[config.mk]
export PLATFORM = sky130hd
export DESIGN_NAME = spi_irq_wake_ctrl
export DESIGN_NICKNAME = d
export VERILOG_FILES = /design/src/rtl/spi_wake_pkg.sv /design/src/rtl/spi_flag_bank.sv /design/src/rtl/spi_halt_wake.sv /design/src/rtl/spi_irq_merge.sv /design/src/rtl/spi_irq_wake_ctrl.sv
export SDC_FILE = /design/constraint.sdc
export NUM_CORES = 1
export LEC_CHECK = 0
export ABC_CLOCK_PERIOD_IN_PS = 2700
export BUFFER_PORTS_ARGS = -buffer_cell sky130_fd_sc_hd__buf_2
export CORE_AREA = 2 2 39 41
export DETAILED_ROUTE_END_ITERATION = 10
export DIE_AREA = 0 0 41 43
export PLACE_DENSITY_LB_ADDON = 0.08
export SLEW_MARGIN = 20
export SYNTH_ARGS = -nofsm -noshare
export SYNTH_HDL_FRONTEND = slang
export SYNTH_SLANG_ARGS = --single-unit
[constraint.sdc]
create_clock -name clk -period 2.7 [get_ports clk]
set_input_delay 0.135 -clock clk [delete_from_list [all_inputs] [get_ports clk]]
set_output_delay 0.135 -clock clk [all_outputs]
set_load 0.01 [all_outputs]
[src/rtl/spi_wake_pkg.sv]
package spi_wake_pkg;
   typedef struct packed {
      logic xfer;
      logic mfault;
      logic ovr;
   } spi_flags_t;

   localparam int NUM_FLAGS = $bits(spi_flags_t);

   function automatic logic any_flag(input spi_flags_t f);
      return |f;
   endfunction
endpackage

[src/rtl/spi_flag_bank.sv]
module spi_flag_bank
   import spi_wake_pkg::*;
(
   input  logic       clk,
   input  logic       rst_n,
   input  logic       hold_i,
   input  logic       xfer_evt_i,
   input  logic       mfault_evt_i,
   input  logic       stat_rd_i,
   input  logic       data_rd_i,
   output spi_flags_t flags_o
);
   spi_flags_t flags_q, flags_d;
   logic       arm_q;
   logic       clr;

   assign clr = ~hold_i & data_rd_i & arm_q;

   always_comb begin
      flags_d = clr ? '0 : flags_q;
      if (xfer_evt_i) begin
         if (flags_q.xfer && !clr) flags_d.ovr = 1'b1;
         flags_d.xfer = 1'b1;
      end
      if (mfault_evt_i && !hold_i) flags_d.mfault = 1'b1;
   end

   always_ff @(posedge clk or negedge rst_n) begin
      if (!rst_n) begin
         flags_q <= '0;
         arm_q   <= 1'b0;
      end else begin
         flags_q <= flags_d;
         if (!hold_i) begin
            if (data_rd_i)                           arm_q <= 1'b0;
            else if (stat_rd_i && any_flag(flags_q)) arm_q <= 1'b1;
         end
      end
   end

   assign flags_o = flags_q;
endmodule

[src/rtl/spi_halt_wake.sv]
module spi_halt_wake #(
   parameter int RECOVER_XFERS = 1
) (
   input  logic clk,
   input  logic rst_n,
   input  logic halt_req_i,
   input  logic slave_mode_i,
   input  logic ss_src_i,
   input  logic ss_pin_n_i,
   input  logic ss_bit_n_i,
   input  logic xfer_done_i,
   output logic wake_hit_o,
   output logic wake_o,
   output logic recovering_o
);
   localparam int CNT_W = (RECOVER_XFERS < 2) ? 1 : $clog2(RECOVER_XFERS + 1);

   if (RECOVER_XFERS < 1) begin : g_bad_param
      $error("RECOVER_XFERS must be at least 1");
   end

   logic halt_q, armed_q, used_q, wake_q;
   logic ss_n_eff, entry, armed_d, hit;

   assign ss_n_eff = ss_src_i ? ss_bit_n_i : ss_pin_n_i;
   assign entry    = halt_req_i & ~halt_q;
   assign armed_d  = entry ? ~ss_n_eff : armed_q;
   assign hit      = halt_req_i & armed_d & slave_mode_i & xfer_done_i & ~used_q;

   always_ff @(posedge clk or negedge rst_n) begin
      if (!rst_n) begin
         halt_q  <= 1'b0;
         armed_q <= 1'b0;
         used_q  <= 1'b0;
         wake_q  <= 1'b0;
      end else begin
         halt_q  <= halt_req_i;
         armed_q <= halt_req_i & armed_d;
         used_q  <= halt_req_i & (used_q | hit);
         wake_q  <= hit;
      end
   end

   if (RECOVER_XFERS == 1) begin : g_rec_bit
      logic rec_q;
      always_ff @(posedge clk or negedge rst_n) begin
         if (!rst_n)                    rec_q <= 1'b0;
         else if (hit)                  rec_q <= 1'b1;
         else if (rec_q && (!slave_mode_i || (xfer_done_i && !halt_req_i)))
                                        rec_q <= 1'b0;
      end
      assign recovering_o = rec_q;
   end else begin : g_rec_cnt
      logic [CNT_W-1:0] cnt_q;
      always_ff @(posedge clk or negedge rst_n) begin
         if (!rst_n)                          cnt_q <= '0;
         else if (hit)                        cnt_q <= CNT_W'(RECOVER_XFERS);
         else if (cnt_q != '0) begin
            if (!slave_mode_i)                cnt_q <= '0;
            else if (xfer_done_i && !halt_req_i) cnt_q <= cnt_q - 1'b1;
         end
      end
      assign recovering_o = (cnt_q != '0);
   end

   assign wake_hit_o = hit;
   assign wake_o     = wake_q;
endmodule

[src/rtl/spi_irq_merge.sv]
module spi_irq_merge
   import spi_wake_pkg::*;
(
   input  spi_flags_t flags_i,
   input  logic       xfer_ie_i,
   input  logic       err_ie_i,
   input  logic       gmask_i,
   input  logic       wait_req_i,
   output logic       irq_o,
   output logic       wait_exit_o
);
   logic xfer_src, err_src;
   assign xfer_src    = flags_i.xfer & xfer_ie_i;
   assign err_src     = (flags_i.mfault | flags_i.ovr) & err_ie_i;
   assign irq_o       = ~gmask_i & (xfer_src | err_src);
   assign wait_exit_o = wait_req_i & irq_o;
endmodule

[src/rtl/spi_irq_wake_ctrl.sv]
module spi_irq_wake_ctrl
   import spi_wake_pkg::*;
#(
   parameter int RECOVER_XFERS = 1
) (
   input  logic clk,
   input  logic rst_n,
   input  logic xfer_done_i,
   input  logic mfault_i,
   input  logic slave_mode_i,
   input  logic ss_src_i,
   input  logic ss_pin_n_i,
   input  logic ss_bit_n_i,
   input  logic stat_rd_i,
   input  logic data_rd_i,
   input  logic xfer_ie_i,
   input  logic err_ie_i,
   input  logic gmask_i,
   input  logic wait_req_i,
   input  logic halt_req_i,
   output logic xfer_flag_o,
   output logic mfault_flag_o,
   output logic ovr_flag_o,
   output logic irq_o,
   output logic wait_exit_o,
   output logic wake_o,
   output logic freeze_o,
   output logic recovering_o
);
   spi_flags_t flags;
   logic       wake_hit, recovering, xfer_evt;

   spi_halt_wake #(.RECOVER_XFERS(RECOVER_XFERS)) u_wake (
      .clk          (clk),
      .rst_n        (rst_n),
      .halt_req_i   (halt_req_i),
      .slave_mode_i (slave_mode_i),
      .ss_src_i     (ss_src_i),
      .ss_pin_n_i   (ss_pin_n_i),
      .ss_bit_n_i   (ss_bit_n_i),
      .xfer_done_i  (xfer_done_i),
      .wake_hit_o   (wake_hit),
      .wake_o       (wake_o),
      .recovering_o (recovering)
   );

   assign xfer_evt = wake_hit | (xfer_done_i & ~halt_req_i & ~recovering);

   spi_flag_bank u_flags (
      .clk          (clk),
      .rst_n        (rst_n),
      .hold_i       (halt_req_i),
      .xfer_evt_i   (xfer_evt),
      .mfault_evt_i (mfault_i),
      .stat_rd_i    (stat_rd_i),
      .data_rd_i    (data_rd_i),
      .flags_o      (flags)
   );

   spi_irq_merge u_irq (
      .flags_i     (flags),
      .xfer_ie_i   (xfer_ie_i),
      .err_ie_i    (err_ie_i),
      .gmask_i     (gmask_i),
      .wait_req_i  (wait_req_i),
      .irq_o       (irq_o),
      .wait_exit_o (wait_exit_o)
   );

   assign xfer_flag_o   = flags.xfer;
   assign mfault_flag_o = flags.mfault;
   assign ovr_flag_o    = flags.ovr;
   assign freeze_o      = halt_req_i;
   assign recovering_o  = recovering;
endmodule

==> metrics, run 1 <==
status finished clean; Overflow after GRT 0; H-Tree Depth 1; post-DP HPWL 721 um; Layout Area Growth over Synthesis 36.0%; register area share after synthesis 51.0%; CORE AREA 1380 um^2; CTS tree built; max-cap violation count 0; FP Rows 14; clock buffer depth 2; # setup viols final 0; clk slew on worst S/H paths 0.06 ns; post-CTS sizing 0; final period utilization 49.7%; initial antenna violation count 0; Most used DFF post-synth dfrtp_1; placement-stage cell area 564 um^2; Initial Util 31.9%; CP Max Fanout 4; Nets 83; Required @ worst endpoint 2.57 ns; final core occ 43.4%; final wirelength 954 um; cell taking the most area after synthesis dfrtp_1; vias in the first global route 333; crit end category primary output; clock sink total 9; vias per cell 5.02; drt pass-1 iters 4; RePlAce Congestion 0.624; EDFF count, synth 0; Setup CP Type flip-flop to primary output; Die W 41 um; maximum vdd drop 211 uV; Worst Tran Pin Value 0.290 ns; Post-route DRC 0; Mapped Area 442 um^2; Clock Skew 0.00310 ns; Yosys warnings 0; I/O pin count 23; largest net degree at the start of global routing 10; P per Cell Area 557 nW/um^2; Routed Antenna Nets 0; HP Class input port to flip-flop; RSZ-0062 raised after global routing false; top cells by count, synth 9 x dfrtp_1, 4 x a21oi_1, 3 x inv_1, 3 x nand2_1, 3 x o21ai_0; Yosys cell types 23; Mapped Cells 41; fillers 142; final hold vios 0; Yosys reg bits 9; wire length per cell 11.5 um; fraction of layout cells with a size suffix above 1 43.3%; initial DRC count 3; fmax 746 MHz; global-route wire length before repair 1460 um; GRT Util Overall 12.9%; total CTS buffers 3; Synth area leaders dfrtp_1 51%, a21oi_1 4.5%, o21ai_0 3.4%; Max Transition Viols Final 0; WHS 0.0624 ns; clk_lat worst skew 0.26 ns; setup TNS 0 ns; area of the die 1760 um^2; postcts setup bufs 0; startpoint types flip-flop; fin crit period 1.34 ns; Die Ht 43 um; most common cell in the netlist dfrtp_1; n_diodes 0; top-area cell type share of the netlist area 51.0%; asr flop ratio synth 100%; buffers added on ports 22; Mean Syn Cell Area 10.8 um^2; final instance area 601 um^2; total power 334 uW; via count 417; CTS root buf clkbuf_4; syn nets 56; Worst EP arrival 1.21 ns; Leakage Power 0.291 nW; Relative slew margins 80.6%
path summary, 6_finish.rpt:
check | cells after the start | to | start | slack [ns]
worst max-delay path | 4 | wait_exit_o | u_flags.flags_o[1] | 1.36
worst min-delay path | 1 | u_wake.halt_q | halt_req_i | 0.06
worst max register to register | 3 | u_flags.arm_q | u_flags.flags_o[1] | 1.58
worst min register to register | 1 | u_flags.flags_o[1] | u_flags.flags_o[1] | 0.54
max in group asynchronous | 2 | u_flags.flags_o[1] | rst_n | 2.26
min in group asynchronous | 2 | u_flags.flags_o[2] | rst_n | 0.25
layer usage:
layer	up-vias	track usage, %	wire (um)
met4	0	10.0	32
met1	190	16.1	419
met5	-	0	0
li1	202	-	-
met2	21	17.2	401
met3	4	4.71	101
cells by family (layout without fill, tap and decap cells):
kind of cell | after synthesis | in the layout | share of synthesized area, %
muxes | 2 | 2 | 5.38
AOI/OAI and AO/OA | 13 | 13 | 20.7
DFF | 9 | 9 | 51.0
and+or+nand+nor | 13 | 13 | 18.7
buffers and inverters | 4 | 30 | 4.25
report_power, final:
part	internal (mW)	switching (mW)	total, mW
Clock	0.0570	0.0473	0.104
Combinational	0.0329	0.0344	0.0673
Sequential	0.149	0.0135	0.163
stage by stage:
step	std cells	setup WS, ns
finish	83	1.36
floorplan	41	1.60
global placement	78	1.60
global route	83	1.23
CTS	83	1.34
detailed placement	78	1.58
what timing repair did:
item | CTS | global route
endpoints found under the hold margin | 9 | 0
endpoints found under the setup margin | 0 | 0
hold buffers | 1 | 0
state kept, by name, summed over array words and instances (netlist names):
signal and cells:
u_flags.flags_o 3, u_flags.arm_q 1, u_wake.armed_q 1, u_wake.halt_q 1, u_wake.recovering_o 1, u_wake.used_q 1
u_wake.wake_o 1
area by class of cell:
cell class,instances,area [um^2],area share (%)
inverter,3,11.3,1.88
timing repair buffer,23,120,20.0
sequential,9,225,37.5
multi-input combinational,28,198,32.9
clock buffer,4,26.3,4.38
tap,16,20.0,3.33
critical path: stages, from the launching register on:
cell and delay (ns):
dfrtp_1 0.40, o21ai_0 0.18, a21oi_1 0.09, and2_1 0.15, buf_2 0.13
placed cells by master, fill, tap and decap left out:
master | netlist | routed
a31oi_1 | 1 | 1
a22o_1 | 1 | 1
clkbuf_4 | 0 | 3
o21ai_0 | 3 | 3
or3_1 | 1 | 1
and2_1 | 1 | 1
buf_2 | 0 | 22
a32oi_1 | 1 | 1
nor3b_2 | 1 | 1
clkbuf_1 | 0 | 1
mux2i_1 | 1 | 1
a21oi_2 | 1 | 1
nand4b_1 | 1 | 1
a21oi_1 | 4 | 4
nor2_1 | 2 | 2
mux2i_2 | 1 | 1
dfrtp_1 | 9 | 9
a41oi_1 | 1 | 1
nand2_1 | 3 | 3
nand3b_1 | 1 | 1
dlygate4sd3_1 | 0 | 1
and4b_1 | 1 | 1
nor3b_1 | 1 | 1
a221oi_2 | 1 | 1
inv_1 | 3 | 3
nand3_1 | 1 | 1
No activity file was read; power rests on OpenSTA's default activity.
==> run 2: changes to the inputs <==
--- a/config.mk
+++ b/config.mk
@@ -5,7 +5,7 @@
 export SDC_FILE = /design/constraint.sdc
 export NUM_CORES = 1
 export LEC_CHECK = 0
-export ABC_CLOCK_PERIOD_IN_PS = 2700
+export ABC_CLOCK_PERIOD_IN_PS = 1200
 export BUFFER_PORTS_ARGS = -buffer_cell sky130_fd_sc_hd__buf_2
 export CORE_AREA = 2 2 39 41
 export DETAILED_ROUTE_END_ITERATION = 10
==> constraint.sdc (replaced) <==
create_clock -name clk -period 1.2 [get_ports clk]
set_input_delay 0.06 -clock clk [delete_from_list [all_inputs] [get_ports clk]]
set_output_delay 0.06 -clock clk [all_outputs]
set_load 0.01 [all_outputs]
==> run 2 against run 1 <==
The flow now finishes with violations (negative setup slack). Clock-buffer cell count is the same. Sequential share of layout area is 1.9 points lower. Flip-flop and latch count is the same. Utilization increased by 2.6 points. Clock power up 130%. Non-clock buffer count rose by 3. Largest cell class unchanged.
==> metrics, run 2 (synthesis gave the netlist of run 1 again) <==
status finished, violations left; failing checks negative setup slack; Largest delay share family, worst path flip-flops; Die Ht 43 um (unchanged); FP Rows 14 (unchanged); fmax 833 MHz; most frequent cells in the layout 22 x buf_2, 8 x dfrtp_1; RR Startpoint u_flags.flags_o[2]; n_diodes 0 (unchanged); Routed Antenna Nets 0 (unchanged); CTS tree built; final hold vios 0 (unchanged); Reg2Reg Setup Slack 0.02 ns (-1.56 ns); reg2reg end u_flags.arm_q; H-Tree Depth 1 (unchanged); vias per cell 5.12 (+1.8%); drt pass-1 iters 2 (-2); commonest non-fill, non-tap cell in the layout buf_2; crit path buf inv count 1 (unchanged); crit end category primary output; fraction of layout cells with a size suffix above 1 47.1% (+3.9 points); final instance area 637 um^2 (+6.0%); hold path cells 2 (+1); Clock Skew 0.00829 ns (+0.00519 ns); post-route setup slack -0.000376 ns (-1.36 ns); Inst Count DP 78 (unchanged); initial antenna violation count 0 (unchanged); final core occ 46.0% (+2.6 points); Die W 41 um (unchanged); via count 440 (+5.5%); max FFs per register 3 (unchanged); clock buffer depth 2 (unchanged); max-cap violation count 0 (unchanged); Layout Area Growth over Synthesis 44.2%; hold_sp xfer_done_i; GRT Util Overall 13.9% (+0.99 points); fin crit period 1.20 ns; Post-route DRC 0 (unchanged); clk_lat worst skew 0.26 ns (about the same); Required @ worst endpoint 1.14 ns (-1.43 ns); post-DP HPWL 772 um (+7.1%); buffers added on ports 22 (unchanged); vias in the first global route 376 (+13%); slowest stage delay, CP 0.41 ns (about the same); Reg2Reg Depth 3 (unchanged); Worst EP arrival 1.14 ns (-0.07 ns); CP Cell Sequence o21ai_2 -> a21oi_2 -> and2_1 -> buf_2; maximum vdd drop 475 uV (+120%); area of the die 1760 um^2 (unchanged); clock sink total 9 (unchanged); Hold Crit Endpoint u_wake.recovering_o; Max Transition Viols Final 0 (unchanged); final period utilization 100%; Initial Util 31.9% (unchanged); I/O pin count 23 (unchanged); slowest CP cell dfrtp_1; Relative slew margins 79.7% (-0.91 points); RePlAce Congestion 0.628 (+0.63%); global-route wire length before repair 1590 um (+9.1%); total CTS buffers 3 (unchanged); Setup CP Type flip-flop to primary output; Overflow after GRT 0 (unchanged); fillers 148 (+4.2%); largest net degree at the start of global routing 10 (unchanged); placement-stage cell area 564 um^2 (unchanged); Nets 86 (+3.6%); final wirelength 1020 um (+6.5%); wire length per cell 11.8 um (+2.8%); total power 782 uW (+130%); P per Cell Area 1230 nW/um^2 (+120%); HP Class input port to flip-flop; Worst Tran Pin Value 0.304 ns (+0.0137 ns); WHS 0.0342 ns (-0.0282 ns); initial DRC count 3 (unchanged); CP Max Fanout 4 (unchanged); Leakage Power 0.304 nW (+4.7%); CTS root buf clkbuf_4; RSZ-0062 raised after global routing true; non-filler cells, final 86 (+3.6%); startpoint types flip-flop; # setup viols final 1 (+1); clk slew on worst S/H paths 0.07 ns (about the same); CORE AREA 1380 um^2 (unchanged)
[run 2: cell count changes in the layout (fill, tap and decap cells not counted)]
cell	delta
dfrtp_1	-1
o21ai_2	+1
o21ai_0	-1
a21oi_2	+1
a21oi_1	-1
buf_4	+1
dfrtp_2	+1
dlygate4sd3_1	+2
[run 2: worst max-delay path by stage]
| stage | start | end | slack, ns | cells past startpoint |
|---|---|---|---|---|
| after global placement | u_wake.halt_q | u_flags.flags_o[2] | 0.11 | 3 |
| final | u_flags.flags_o[1] | wait_exit_o | -0.0004 | 4 |
| after CTS | u_flags.flags_o[0] | wait_exit_o | -0.03 | 4 |
| after detailed placement | u_flags.flags_o[1] | u_flags.arm_q | 0.08 | 3 |
| after floorplan | u_flags.flags_o[1] | u_flags.arm_q | 0.1 | 3 |
| after global routing | u_flags.flags_o[1] | wait_exit_o | -0.1 | 4 |
[run 2: final cells by class]
type	instances	area, um^2	share of cell area, %
inverters	3	11.3	1.77
repair buffers	26	148	23.2
clock buffers	4	26.3	4.13
multi-input cells	28	205	32.2
flip-flops and latches	9	226	35.6
well taps	16	20.0	3.14
[run 2: per-stage QoR]
step             TNS, ns  worst slack, ns
6_report       -0.000376        -0.000376
5_1_grt           -0.136          -0.0977
4_1_cts          -0.0269          -0.0269
3_5_place_dp           0           0.0798
3_3_place_gp           0            0.105
2_1_floorplan          0           0.0971
[run 2: worst register-to-register path: cells and delay by family, from the launching register on]
family / cells / cell delay (ns)
compound gates: 2 / 0.23
flops: 1 / 0.44
simple gates: 1 / 0.38
[run 2: repair_timing]
action                     CTS  global route
setup endpoints to repair    1             3
hold endpoints to repair    11             0
pin swaps                    3             4
gates cloned                 0             0
resized for setup            1             3
hold buffers                 3             0
buffers inserted             1             0
[run 2: metal layers]
layer / vias to the layer above / GRT usage (%) / wire length (um)
met5: - / 0 / 0
met4: 0 / 10.0 / 9
met3: 2 / 3.14 / 75
met2: 19 / 20.6 / 474
met1: 208 / 16.6 / 456
li1: 211 / - / -
[run 2: power by group]
| group | switching (mW) | internal (mW) |
|---|---|---|
| clock network | 0.107 | 0.128 |
| registers | 0.0326 | 0.337 |
| logic | 0.0852 | 0.0919 |
| total | 0.225 | 0.557 |
==> run 3: changes to the inputs <==
--- a/config.mk
+++ b/config.mk
@@ -7,9 +7,9 @@
 export LEC_CHECK = 0
 export ABC_CLOCK_PERIOD_IN_PS = 1200
 export BUFFER_PORTS_ARGS = -buffer_cell sky130_fd_sc_hd__buf_2
-export CORE_AREA = 2 2 39 41
+export CORE_AREA = 5 5 42 44
 export DETAILED_ROUTE_END_ITERATION = 10
-export DIE_AREA = 0 0 41 43
+export DIE_AREA = 0 0 47 49
 export PLACE_DENSITY_LB_ADDON = 0.08
 export SLEW_MARGIN = 20
 export SYNTH_ARGS = -nofsm -noshare
==> run 3 against run 2 <==
The flow now finishes without violations. Clock-buffer cell count did not move. Utilization fell by 1.0 points. Critical path depth did not move. Largest cell class unchanged.
==> metrics, run 3 (synthesis gave the netlist of run 1 again) <==
max FFs per register 3 (unchanged); total power 779 uW (-0.33%); register area 225 um^2 (-0.55%); RePlAce Congestion 0.696 (+11%); clock sink total 9 (unchanged); Initial Util 31.5% (-0.40 points); post-place setup slack 0.0797 ns (-0.0000448 ns); GRT Util Overall 10.0% (-3.9 points); WHS 0.0149 ns (-0.0193 ns); fmax 836 MHz (+0.38%); slowest CP cell dfrtp_1; I/O pin count 23 (unchanged); setup TNS 0 ns (+0.000376 ns); FP Rows 14 (unchanged); Die Ht 49 um (+14%); # setup viols final 0 (-1); initial DRC count 6 (+3); final wirelength 1120 um (+9.8%); CTS tree built; crit end category primary output; total CTS buffers 3 (unchanged); clock buffer depth 2 (unchanged); Required @ worst endpoint 1.14 ns (about the same); Largest delay share family, worst path flip-flops; Routed Antenna Nets 0 (unchanged); clk_lat worst skew 0.25 ns (about the same); Post-route DRC 0 (unchanged); final hold vios 0 (unchanged); placement-stage cell area 564 um^2 (unchanged); wire length per cell 13.0 um (+9.8%); via count 422 (-4.1%); final instance area 631 um^2 (-0.98%); CORE AREA 1400 um^2 (+1.3%); n_diodes 0 (unchanged); Worst Tran Pin Value 0.227 ns (-0.0768 ns); HP Class input port to flip-flop; clk slew on worst S/H paths 0.06 ns (about the same); Worst EP arrival 1.14 ns (about the same); CP Cell Sequence o21ai_1 -> a21oi_1 -> and2_1 -> buf_2; Overflow after GRT 0 (unchanged); slowest stage delay, CP 0.40 ns (about the same); Clock Skew 0.000984 ns (-0.00730 ns); Layout Area Growth over Synthesis 42.8%; post-route setup slack 0.00420 ns (+0.00457 ns); fin crit period 1.20 ns (-0.00457 ns); Setup CP Type flip-flop to primary output; buffers added on ports 22 (unchanged); status finished clean; Leakage Power 0.306 nW (+0.63%); commonest non-fill, non-tap cell in the layout buf_2; largest net degree at the start of global routing 10 (unchanged); Nets 86 (unchanged); drt pass-1 iters 4 (+2); Die W 47 um (+15%); global-route wire length before repair 1730 um (+9.1%); CTS root buf clkbuf_4; area of the die 2300 um^2 (+31%); max-cap violation count 0 (unchanged); most frequent cells in the layout 22 x buf_2, 9 x dfrtp_1, 4 x a21oi_1; startpoint types flip-flop; RSZ-0062 raised after global routing true; multi-input logic area 203 um^2 (-1.2%); Relative slew margins 84.6% (+4.9 points); fillers 149 (+0.68%); vias in the first global route 429 (+14%); H-Tree Depth 1 (unchanged); post-DP HPWL 826 um (+6.9%); crit path buf inv count 1 (unchanged); CP Max Fanout 4 (unchanged); initial antenna violation count 0 (unchanged); Max Transition Viols Final 0 (unchanged); maximum vdd drop 513 uV (+8.1%); vias per cell 4.91 (-4.1%); final period utilization 99.7% (-0.38 points); fraction of layout cells with a size suffix above 1 45.7% (-1.4 points); P per Cell Area 1240 nW/um^2 (+0.66%)
-- run 3: worst paths after layout --
check                                   startpoint                  end  slack [ns]  cells past startpoint
worst max-delay path            u_flags.flags_o[1]          wait_exit_o       0.004                      4
worst min-delay path                     data_rd_i        u_flags.arm_q        0.01                      2
worst max register to register  u_flags.flags_o[1]        u_flags.arm_q        0.07                      3
worst min register to register  u_flags.flags_o[1]   u_flags.flags_o[1]        0.55                      1
max in group asynchronous                    rst_n  u_wake.recovering_o        0.84                      2
min in group asynchronous                    rst_n   u_flags.flags_o[1]        0.18                      2
-- run 3: final cells by class --
| type | instances | area share, % |
|---|---|---|
| Tap cell | 16 | 3.17 |
| Multi-Input combinational cell | 28 | 32.1 |
| Inverter | 3 | 1.79 |
| Timing Repair Buffer | 26 | 23.0 |
| Clock buffer | 4 | 4.17 |
| Sequential cell | 9 | 35.7 |
-- run 3: metrics by stage --
stage	std cells	utilization, %
final	86	45.0
after global routing	86	45.0
after CTS	86	44.6
after detailed placement	78	40.3
after global placement	78	40.3
after floorplan	41	-
-- run 3: power by group --
| part | switching (mW) | internal (mW) | total (mW) |
|---|---|---|---|
| combinational | 0.0864 | 0.0947 | 0.181 |
| sequential | 0.0311 | 0.336 | 0.367 |
| clock | 0.103 | 0.128 | 0.231 |
| total | 0.221 | 0.559 | 0.779 |
-- run 3: what timing repair did --
action / in CTS / in global routing
setup buffers: 2 / 0
cloned: 0 / 0
gates resized for setup: 1 / 1
hold buffers: 2 / 0
pin swaps: 3 / 2
setup endpoints to repair: 1 / 2
hold endpoints to repair: 10 / 0
-- run 3: per-layer routing --
layer,vias to the layer above,wire (um),GRT usage (%)
met2,26,500,15.2
met5,-,0,0
met4,0,0,2.76
met1,185,465,13.1
met3,0,151,3.69
li1,211,-,-
